==> src/rtl/slv_bitstream_rx.sv <==
module slv_bitstream_rx #(
  parameter int GAP_W  = 16,
  parameter int BYTE_W = 8
) (
  input  logic             clk,
  input  logic             rst_n,
  input  logic             ser_clk,
  input  logic             ser_dat,
  input  logic             ser_win,
  input  logic             ser_err,
  input  logic             ser_sync,
  input  logic [GAP_W-1:0] max_gap,
  output logic             byte_vld,
  output logic [BYTE_W-1:0] byte_dat,
  output logic             byte_err,
  output logic             byte_sof,
  output logic             sync_lost
);
  localparam int CNT_W = $clog2(BYTE_W + 1);

  logic [4:0] sy1, sy2;
  logic       ck_d, sync_d, pend, aligned, sof_p, eacc;
  logic [BYTE_W-1:0] acc;
  logic [CNT_W-1:0]  cnt;
  logic [GAP_W-1:0]  gap;

  logic ck_s, sync_s, err_s, win_s, dat_s;
  logic bit_ev, armed, start, vbit, fill, last;

  assign {ck_s, sync_s, err_s, win_s, dat_s} = sy2;
  assign bit_ev = ck_s & ~ck_d;
  assign armed  = (sync_s & ~sync_d) | pend;
  assign vbit   = bit_ev & win_s;
  assign start  = vbit & armed;
  assign fill   = vbit & ~start & aligned;
  assign last   = fill & (cnt == CNT_W'(BYTE_W - 1));

  always_ff @(posedge clk) begin
    if (!rst_n) begin
      sy1 <= '0;
      sy2 <= '0;
      ck_d <= 1'b0;
    end else begin
      sy1 <= {ser_clk, ser_sync, ser_err, ser_win, ser_dat};
      sy2 <= sy1;
      ck_d <= ck_s;
    end
  end

  always_ff @(posedge clk) begin
    if (!rst_n) begin
      sync_d    <= 1'b0;
      pend      <= 1'b0;
      aligned   <= 1'b0;
      sof_p     <= 1'b0;
      eacc      <= 1'b0;
      acc       <= '0;
      cnt       <= '0;
      gap       <= '0;
      sync_lost <= 1'b0;
      byte_vld  <= 1'b0;
      byte_dat  <= '0;
      byte_err  <= 1'b0;
      byte_sof  <= 1'b0;
    end else begin
      byte_vld <= 1'b0;
      if (bit_ev) begin
        sync_d <= sync_s;
        pend   <= armed & ~win_s;
      end
      if (start) begin
        aligned   <= 1'b1;
        acc       <= {{(BYTE_W-1){1'b0}}, dat_s};
        cnt       <= CNT_W'(1);
        eacc      <= err_s;
        sof_p     <= 1'b1;
        gap       <= GAP_W'(1);
        sync_lost <= 1'b0;
      end else if (vbit) begin
        if (gap == max_gap) sync_lost <= 1'b1;
        else                gap <= gap + 1'b1;
      end
      if (fill) begin
        acc  <= {acc[BYTE_W-2:0], dat_s};
        cnt  <= cnt + 1'b1;
        eacc <= eacc | err_s;
      end
      if (last) begin
        byte_vld <= 1'b1;
        byte_dat <= {acc[BYTE_W-2:0], dat_s};
        byte_err <= eacc | err_s;
        byte_sof <= sof_p;
        cnt      <= '0;
        eacc     <= 1'b0;
        sof_p    <= 1'b0;
      end
    end
  end
endmodule

==> config.mk <==
export PLATFORM = sky130hd
export DESIGN_NAME = slv_bitstream_rx
export DESIGN_NICKNAME = d
export VERILOG_FILES = /design/src/rtl/slv_bitstream_rx.sv
export SDC_FILE = /design/constraint.sdc
export NUM_CORES = 1
export LEC_CHECK = 0
export ABC_AREA = 1
export CORE_ASPECT_RATIO = 1.4
export CORE_UTILIZATION = 35
export CTS_BUF_LIST = sky130_fd_sc_hd__clkbuf_8
export DETAILED_ROUTE_END_ITERATION = 10
export GPL_TIMING_DRIVEN = 0
export SKIP_CTS_REPAIR_TIMING = 1
export SLEW_MARGIN = 20
export SYNTH_ARGS = -nofsm -noshare
export SYNTH_HDL_FRONTEND = slang
export SYNTH_SLANG_ARGS = --single-unit
export TNS_END_PERCENT = 50
==> constraint.sdc <==
create_clock -name clk -period 1.4 [get_ports clk]
set_input_delay 0.42 -clock clk [delete_from_list [all_inputs] [get_ports clk]]
set_output_delay 0.42 -clock clk [all_outputs]
set_load 0.05 [all_outputs]
==> results_dict.tcl, run 1 <==
set metrics [dict create \
    status "complete, but fails checks" \
    violations "negative setup slack" \
    cts-root-buf "clkbuf_8" \
    crit_slowest_cell "dfxtp_2" \
    final_hold_viol_count 0 \
    finalWirelength_um 6043 \
    seq_area_frac_synth 0.4173 \
    instances_no_fill 543 \
    portBuffers 33 \
    rows 37 \
    vdd_drop_max_uv 477.7 \
    cts_tree "yes" \
    htreeDepth 2 \
    vias 2528 \
    first_iter_violations 99 \
    dp_slack_ns -0.6413 \
    routedWlPerCell_um 11.13 \
    ys_seq_elements 55 \
    cap_violations 0 \
    path_clk_slew_ns 0.10 \
    clkPwrFrac 0.335 \
    fmax_ghz 0.6529 \
    antenna_found_initial 0 \
    worst_pin_slew_ns 0.4645 \
    initial_core_util 0.3608 \
    dieArea_um2 7896 \
    drcViolationCount 0 \
    fin_crit_sh 1.094 \
    gp_congestion 0.8821 \
    endpoint_kind "flip-flop" \
    postLayoutCoreUtil 0.4766 \
    required_ns 1.61 \
    power_frac_seq 0.599 \
    slew_violations 0 \
    routed_via_density 4.656 \
    grt_usage 0.1600 \
    core-area_um2 7315 \
    total_power_mw 2.617 \
    intPower_mw 1.995 \
    crit_top_cell "nand2_1" \
    cp_max_fo 6 \
    finClkSkew_ns 0.004758 \
    swShare 0.2377 \
    yosys_warnings 0 \
    clockBufferDepth 2 \
    antennaDiodeCount 0 \
    setup_slack_ns -0.1316 \
    grt_pass1_wl_um 9791 \
    worstPathArrival_ns 1.74 \
    syn_nets 413 \
    final_cell_mix "nand2_1 (132), inv_1 (41), dfxtp_1 (38)" \
    syn_to_final_growth_pct 32.10 \
    hold_ws_ns 0.4117 \
    cts_sinks 55 \
    synth_top_area_frac 0.4173 \
    path_class "flip-flop to flip-flop" \
    dpl.cell_count 518 \
    syn_area_um2 2639 \
    avgSynthCellArea_um2 6.801 \
    p_per_area_nw_per_um2 750.8 \
    synth_cell_types 29 \
    hpwl_um 4350 \
    switchingPower_mw 0.6222 \
    place_area_um2 3092 \
    cp-start-kind "flip-flop" \
    max_slew_margin 0.6879 \
    synthCells 388 \
    grt_max_degree 18 \
    ant_nets 0 \
    crit_chain "inv_2 > nand2_1 > nand2_1 > nor2_1 > nand2_1 > nor2_4 > nand2_4 > nand2_8 > clkinvlp_4 > nor2_2 > nor2_1" \
    die_w_um 75.39 \
    p_leak_nw 1.641 \
    combPwrFrac 0.066 \
    dr.pass1.iters 5 \
    ios 35 \
    finalCriticalPeriod_ns 1.532 \
    fin_area_um2 3486 \
    yosys-top-cells-area "dfxtp_1 (42%), nand2_1 (19%), inv_1 (7.5%)" \
    layout.cells.most_common "nand2_1" \
    fin_setup_tns_ns -1.233 \
    cts_buffers 5 \
    min_path_type "flip-flop to flip-flop" \
    layout-drive-gt1-share 0.2354 \
    grt_remaining_overflow 0 \
    fin_nets 470 \
    die_h_um 104.7 \
    setup_viol 15 \
    slowest_delay_ns 0.37 \
    clk_latency_ns 0.31 \
    synth_top_area_cell "dfxtp_1" \
    rsz0062_at_grt "yes" \
    r2r_slack_ns -0.13 \
    grt_pass1_vias 2325 \
]
## final timing paths
path                               from  endpoint  depth (start not counted)
worst max register to register  gap[13]    gap[1]                         11
worst min register to register   sy1[4]    sy2[4]                          2
worst min-delay path             sy1[4]    sy2[4]                          2
worst max-delay path            gap[13]    gap[1]                         11
## flip-flops by register name (all words and copies together) (netlist names), 4 cells and up
signal,count
acc,7
byte_dat,8
cnt,4
gap,16
sy1,5
sy2,5
## critical path: cells and delay by family, from the launching register on
| kind | cells | cell delay [ns] |
|---|---|---|
| simple gates | 9 | 0.84 |
| flops | 1 | 0.37 |
| buf+inv | 2 | 0.20 |
## final cells by class
class | instances | area (µm²)
repair buffers | 50 | 437.9
well taps | 97 | 121.4
multi-input cells | 266 | 1378
inverters | 56 | 226.5
clock buffers | 5 | 68.82
flip-flops and latches | 55 | 1152
fillers | 785 | 3829
clock inverters | 3 | 20.02
plain buffers | 11 | 81.33
## cells in the mapped netlist, drive strengths merged
cell type	number
o21ai	6
nand3	32
nor3	9
nor2	28
nand4	5
or2	1
a21oi	28
nand2	138
clkbuf	5
dfxtp	55
ha	2
a211oi	3
o21a	1
nor4	1
inv	54
buf	6
xor2	12
clkinv	2
## power by group through the flow
stage	registers, mW	logic (mW)	clock network, mW
final	1.57	0.173	0.878
after detailed placement	1.62	0.168	0
after global placement	1.62	0.165	0
after global routing	1.57	0.196	0.991
after floorplan	1.62	0.0852	0
after CTS	1.59	0.169	0.908
## per-layer routing
metal / track usage / part of all wire / vias to the layer above
met5: 0 / 0 / -
met4: 0.07011 / 0.032 / 0
met3: 0.03279 / 0.044 / 14
met2: 0.2883 / 0.52 / 61
met1: 0.1723 / 0.40 / 1133
li1: - / - / 1320
## kinds of logic (layout without fill, tap and decap cells)
group | count (synthesis) | after routing | share of synthesized area
fa+ha+maj | 2 | 2 | 0.009482
xor+xnor | 12 | 12 | 0.03983
flops | 55 | 55 | 0.4173
compound gates | 38 | 38 | 0.07871
buf+inv | 67 | 125 | 0.1034
simple gates | 214 | 214 | 0.3513
No activity file was read; power rests on OpenSTA's default activity.
==> run 2: changes to the inputs <==
Settings changed: GPL_ROUTABILITY_DRIVEN set to 0, RECOVER_POWER set to 50.
==> run 2 against run 1 <==
  * The run still ends with negative setup slack left
  * Final area is essentially flat
  * Clock skew is essentially flat
  * First-iteration DRC count is the same
  * Count of clock-buffer cells in the layout is the same
  * Critical path depth is the same
  * Total power is essentially flat
  * Combinational power is essentially flat
  * Flip-flop and latch count is the same
  * Highest routed layer unchanged
  * Clock power is essentially flat
  * Sequential power is essentially flat
  * Worst hold slack is the same
  * Maximum frequency grew 0.11%
==> results_dict.tcl, run 2 (synthesis results as in run 1) <==
set metrics [dict create \
    status "complete, but fails checks" \
    violations "negative setup slack" \
    fin_nets 470 \
    regMostFlops "gap" \
    cap_violations 0 \
    grt_remaining_overflow 0 \
    cts_tree "yes" \
    min_path_type "flip-flop to flip-flop" \
    layout-drive-gt1-share 0.2332 \
    hpwl_um 4350 \
    antenna_found_initial 0 \
    ant_nets 0 \
    first_iter_violations 99 \
    holdPathEnd "sy2[4]" \
    m1WireLength_um 2438 \
    final_hold_viol_count 0 \
    p_leak_nw 1.642 \
    worstPathArrival_ns 1.74 \
    wl_met3_um 253 \
    finalWirelength_um 6039 \
    cp-start-kind "flip-flop" \
    final_cell_mix "nand2_1 (132), inv_1 (42), dfxtp_1 (38)" \
    antennaDiodeCount 0 \
    dpl.cell_count 518 \
    grt_pass1_wl_um 9791 \
    endpoint_kind "flip-flop" \
    hp-start "sy1[4]" \
    layout.cells.most_common "nand2_1" \
    vdd_drop_max_uv 477.7 \
    wl_met2_um 3153 \
    clk_latency_ns 0.31 \
    fin_area_um2 3483 \
    top_layer_used "met4" \
    dieArea_um2 7896 \
    drcViolationCount 0 \
    r2r-start "gap[13]" \
    p_per_area_nw_per_um2 751.2 \
    worst_pin_slew_ns 0.4664 \
    cp_max_fo 6 \
    instances_no_fill 543 \
    clockBufferDepth 2 \
    rr_worst_depth 11 \
    largest_register_ffs 16 \
    fillCellCount 785 \
    finalCriticalPeriod_ns 1.530 \
    finClkSkew_ns 0.004751 \
    rsz0062_at_grt "yes" \
    cts-root-buf "clkbuf_8" \
    grt_usage 0.1600 \
    vias 2526 \
    routed_via_density 4.652 \
    dr.pass1.iters 5 \
    path_class "flip-flop to flip-flop" \
    grt_pass1_vias 2325 \
    cts_buffers 5 \
    ios 35 \
    postLayoutCoreUtil 0.4762 \
    slew_violations 0 \
    routedWlPerCell_um 11.12 \
    die_w_um 75.39 \
    rows 37 \
    largestRegisters "gap: 16 flops, byte_dat: 8 flops, acc: 7 flops" \
    syn_to_final_growth_pct 32.01 \
    total_power_mw 2.617 \
    portBuffers 33 \
    setup_slack_ns -0.1299 \
    place_area_um2 3092 \
    htreeDepth 2 \
    required_ns 1.61 \
    fmax_ghz 0.6536 \
    setup_viol 22 \
    core-area_um2 7315 \
    r2r_slack_ns -0.13 \
    fin_crit_sh 1.093 \
    hold_ws_ns 0.4117 \
    worstReg2RegEnd "gap[1]" \
    max_slew_margin 0.6867 \
    initial_core_util 0.3608 \
    cts_sinks 55 \
    die_h_um 104.7 \
    holdPathStages 2 \
    path_clk_slew_ns 0.10 \
    grt_max_degree 18 \
]
-- run 2: power breakdown --
| part | total [mW] | internal, mW | switching, mW |
|---|---|---|---|
| sequential | 1.57 | 1.56 | 0.00847 |
| clock | 0.878 | 0.353 | 0.525 |
| combinational | 0.172 | 0.0836 | 0.0888 |
| total | 2.62 | 1.99 | 0.622 |
-- run 2: critical path, stage by stage (launching register included) --
cell and delay, ns:
dfxtp_2 0.37, inv_2 0.05, nand2_1 0.05, nand2_1 0.05, nor2_1 0.10, nand2_1 0.10
nor2_4 0.17, nand2_4 0.09, nand2_8 0.11, clkinvlp_4 0.15, nor2_2 0.14, nor2_1 0.04
-- run 2: stage by stage --
stage	setup WS (ns)	setup TNS [ns]
floorplan	0.01049	0
global placement	-0.6447	-15.10
detailed placement	-0.6413	-14.78
CTS	-0.5110	-14.25
global route	-0.2380	-5.003
finish	-0.1299	-1.466
-- run 2: worst max-delay path by stage --
stage	from	endpoint	slack, ns	cells past startpoint
5_1_grt	gap[10]	gap[1]	-0.24	11
2_1_floorplan	rst_n	gap[10]	0.01	7
6_report	gap[13]	gap[1]	-0.13	11
3_5_place_dp	max_gap[7]	gap[10]	-0.64	12
3_3_place_gp	max_gap[10]	gap[1]	-0.64	12
4_1_cts	byte_sof	byte_sof	-0.51	1
-- run 2: final cells by class --
type / count / area, µm² / area share
Clock inverter: 3 / 20.02 / 0.005747
Timing Repair Buffer: 50 / 437.9 / 0.1257
Sequential cell: 55 / 1152 / 0.3308
Multi-Input combinational cell: 266 / 1378 / 0.3955
Tap cell: 97 / 121.4 / 0.03484
Inverter: 56 / 224.0 / 0.06430
Clock buffer: 5 / 68.82 / 0.01976
Buffer: 11 / 81.33 / 0.02335
-- run 2: per-layer routing --
layer,global-route usage,vias up
li1,-,1319
met1,0.1723,1131
met2,0.2883,62
met3,0.03279,14
met4,0.07011,0
met5,0,-
==> run 3: changes to the inputs <==
Clock period 1.4 ns to 1.92 ns, I/O delays scaled along.
==> run 3 against run 2 <==
  * The run now ends clean
  * Die area unchanged
  * Final area decreased by 5.5%
  * Non-clock buffer count decreased by 13
  * Global-route usage about the same
  * Count of clock-buffer cells in the layout unchanged
  * Critical path depth increased by 1
  * Worst hold slack improved by 0.0087 ns
  * Sequential power decreased by 26%
  * Flip-flop and latch count unchanged
  * Via count decreased by 1.6%
  * Clock skew increased by 0.0011 ns
  * Critical path type is now primary input to flip-flop
  * Largest power group unchanged
==> results_dict.tcl, run 3 (synthesis results as in run 1) <==
set metrics [dict create \
    status "completed" \
    dr.pass1.iters 4 \
    ios 35 \
    final_hold_viol_count 0 \
    grt_pass1_vias 2330 \
    clockBufferDepth 2 \
    cp-endpoint "gap[1]" \
    antenna_found_initial 0 \
    cts_tree "yes" \
    instances_no_fill 530 \
    largest_register_ffs 16 \
    finalWirelength_um 5952 \
    grt_usage 0.1601 \
    clk_latency_ns 0.31 \
    layout.cells.most_common "nand2_1" \
    endpoint_kind "flip-flop" \
    htreeDepth 2 \
    cts_buffers 5 \
    grt_max_degree 18 \
    die_h_um 104.7 \
    multi_input_area_um2 1284 \
    first_iter_violations 160 \
    initial_core_util 0.3608 \
    worstReg2RegEnd "gap[14]" \
    place_area_um2 3090 \
    slowest_delay_ns 0.48 \
    p_leak_nw 1.668 \
    ant_nets 0 \
    drcViolationCount 0 \
    worst_pin_slew_ns 0.5872 \
    cp_max_fo 6 \
    final_cell_mix "nand2_1 (133), dfxtp_1 (55), inv_1 (54)" \
    crit_slowest_cell "clkdlybuf4s50_1" \
    grt_remaining_overflow 0 \
    cap_violations 0 \
    die_w_um 75.39 \
    setup.worst_path.start "max_gap[2]" \
    routed_via_density 4.689 \
    swShare 0.2331 \
    finalCriticalPeriod_ns 1.811 \
    cp.depth 12 \
    rr_worst_depth 7 \
    fin_crit_sh 0.9433 \
    path_clk_slew_ns 0.10 \
    hpwl_um 4376 \
    regMostFlops "gap" \
    fillCellCount 797 \
    worstPathArrival_ns 2.02 \
    cp-start-kind "primary input" \
    grt_pass1_wl_um 9818 \
    regArea_um2 1101 \
    rows 37 \
    max_slew_margin 0.6102 \
    antennaDiodeCount 0 \
    hold_ws_ns 0.4204 \
    power_frac_seq 0.603 \
    cts_sinks 55 \
    routedWlPerCell_um 11.23 \
    fin_nets 457 \
    critPathTopFamily "simple AND/OR/NAND/NOR gates" \
    portBuffers 33 \
    required_ns 2.13 \
    finClkSkew_ns 0.005876 \
    fin_area_um2 3293 \
    dieArea_um2 7896 \
    min_path_type "flip-flop to flip-flop" \
    largestRegisters "gap: 16 flops, byte_dat: 8 flops, acc: 7 flops" \
    syn_to_final_growth_pct 24.80 \
    vias 2485 \
    postLayoutCoreUtil 0.4502 \
    crit_chain "clkdlybuf4s50_1 > inv_1 > nand2_1 > nand2_1 > nor2_1 > nand2_1 > nor2_4 > nand2_4 > nand2_8 > inv_1 > nor2_1 > nor2_1" \
    clkPwrFrac 0.333 \
    vdd_drop_max_uv 413.7 \
    slew_violations 0 \
    core-area_um2 7315 \
    fmax_ghz 0.5521 \
    p_per_area_nw_per_um2 582.3 \
    fin_setup_tns_ns 0 \
    cts-root-buf "clkbuf_8" \
    intPower_mw 1.471 \
    path_class "primary input to flip-flop" \
    r2r_slack_ns 0.23 \
    r2r-start "gap[0]" \
    dpl.cell_count 518 \
    crit_buf_inv 3 \
    combPwrFrac 0.064 \
    layout-drive-gt1-share 0.07159 \
    switchingPower_mw 0.4469 \
    setup_viol 0 \
]
[run 3: cell types whose count changed in the layout (fill, tap and decap cells not counted), sizes merged]
cell           delta
buf              -22
clkinvlp          -1
clkdlybuf4s50     +8
clkinv            +2
clkbuf            -2
dlymetal6s2s      +3
inv               -1
[run 3: per-stage QoR]
step	worst slack, ns	power [mW]
2_1_floorplan	0.3312	1.244
3_3_place_gp	-0.2403	1.304
3_5_place_dp	-0.2630	1.307
4_1_cts	-0.1489	1.949
5_1_grt	-0.009999	2.001
6_report	0.1088	1.917
[run 3: worst min path at each step]
stage | start | end | slack [ns] | cells past startpoint
floorplan | sy1[0] | sy2[0] | 0.39 | 2
global placement | sy1[4] | sy2[4] | 0.39 | 2
detailed placement | sy1[3] | sy2[3] | 0.40 | 2
CTS | sy1[3] | sy2[3] | 0.42 | 2
global route | sy1[3] | sy2[3] | 0.44 | 2
finish | sy1[3] | sy2[3] | 0.42 | 2
[run 3: power groups by stage]
stage | Combinational, mW | Sequential [mW] | Clock (mW)
2_1_floorplan | 0.0618 | 1.18 | 0
3_3_place_gp | 0.120 | 1.18 | 0
3_5_place_dp | 0.123 | 1.18 | 0
4_1_cts | 0.123 | 1.16 | 0.668
5_1_grt | 0.139 | 1.16 | 0.702
6_report | 0.122 | 1.16 | 0.638
[run 3: layout make-up]
| class | instances | area share |
|---|---|---|
| well taps | 97 | 0.03685 |
| flip-flops and latches | 55 | 0.3343 |
| plain buffers | 11 | 0.02014 |
| clock inverters | 3 | 0.006079 |
| multi-input cells | 266 | 0.3898 |
| repair buffers | 37 | 0.1273 |
| inverters | 56 | 0.06459 |
| clock buffers | 5 | 0.02090 |
[run 3: metal layers]
| layer | routed length, µm | global-route usage | vias up |
|---|---|---|---|
| met3 | 203 | 0.02797 | 17 |
| met4 | 229 | 0.08730 | 0 |
| met2 | 2982 | 0.2787 | 53 |
| li1 | - | - | 1292 |
| met1 | 2536 | 0.1768 | 1123 |
| met5 | 0 | 0 | - |
[run 3: worst min-delay path, delay by kind of cell (launching register included)]
family,cells,cell delay [ns]
flops,1,0.32
simple gates,1,0.04
buf+inv,1,0.04
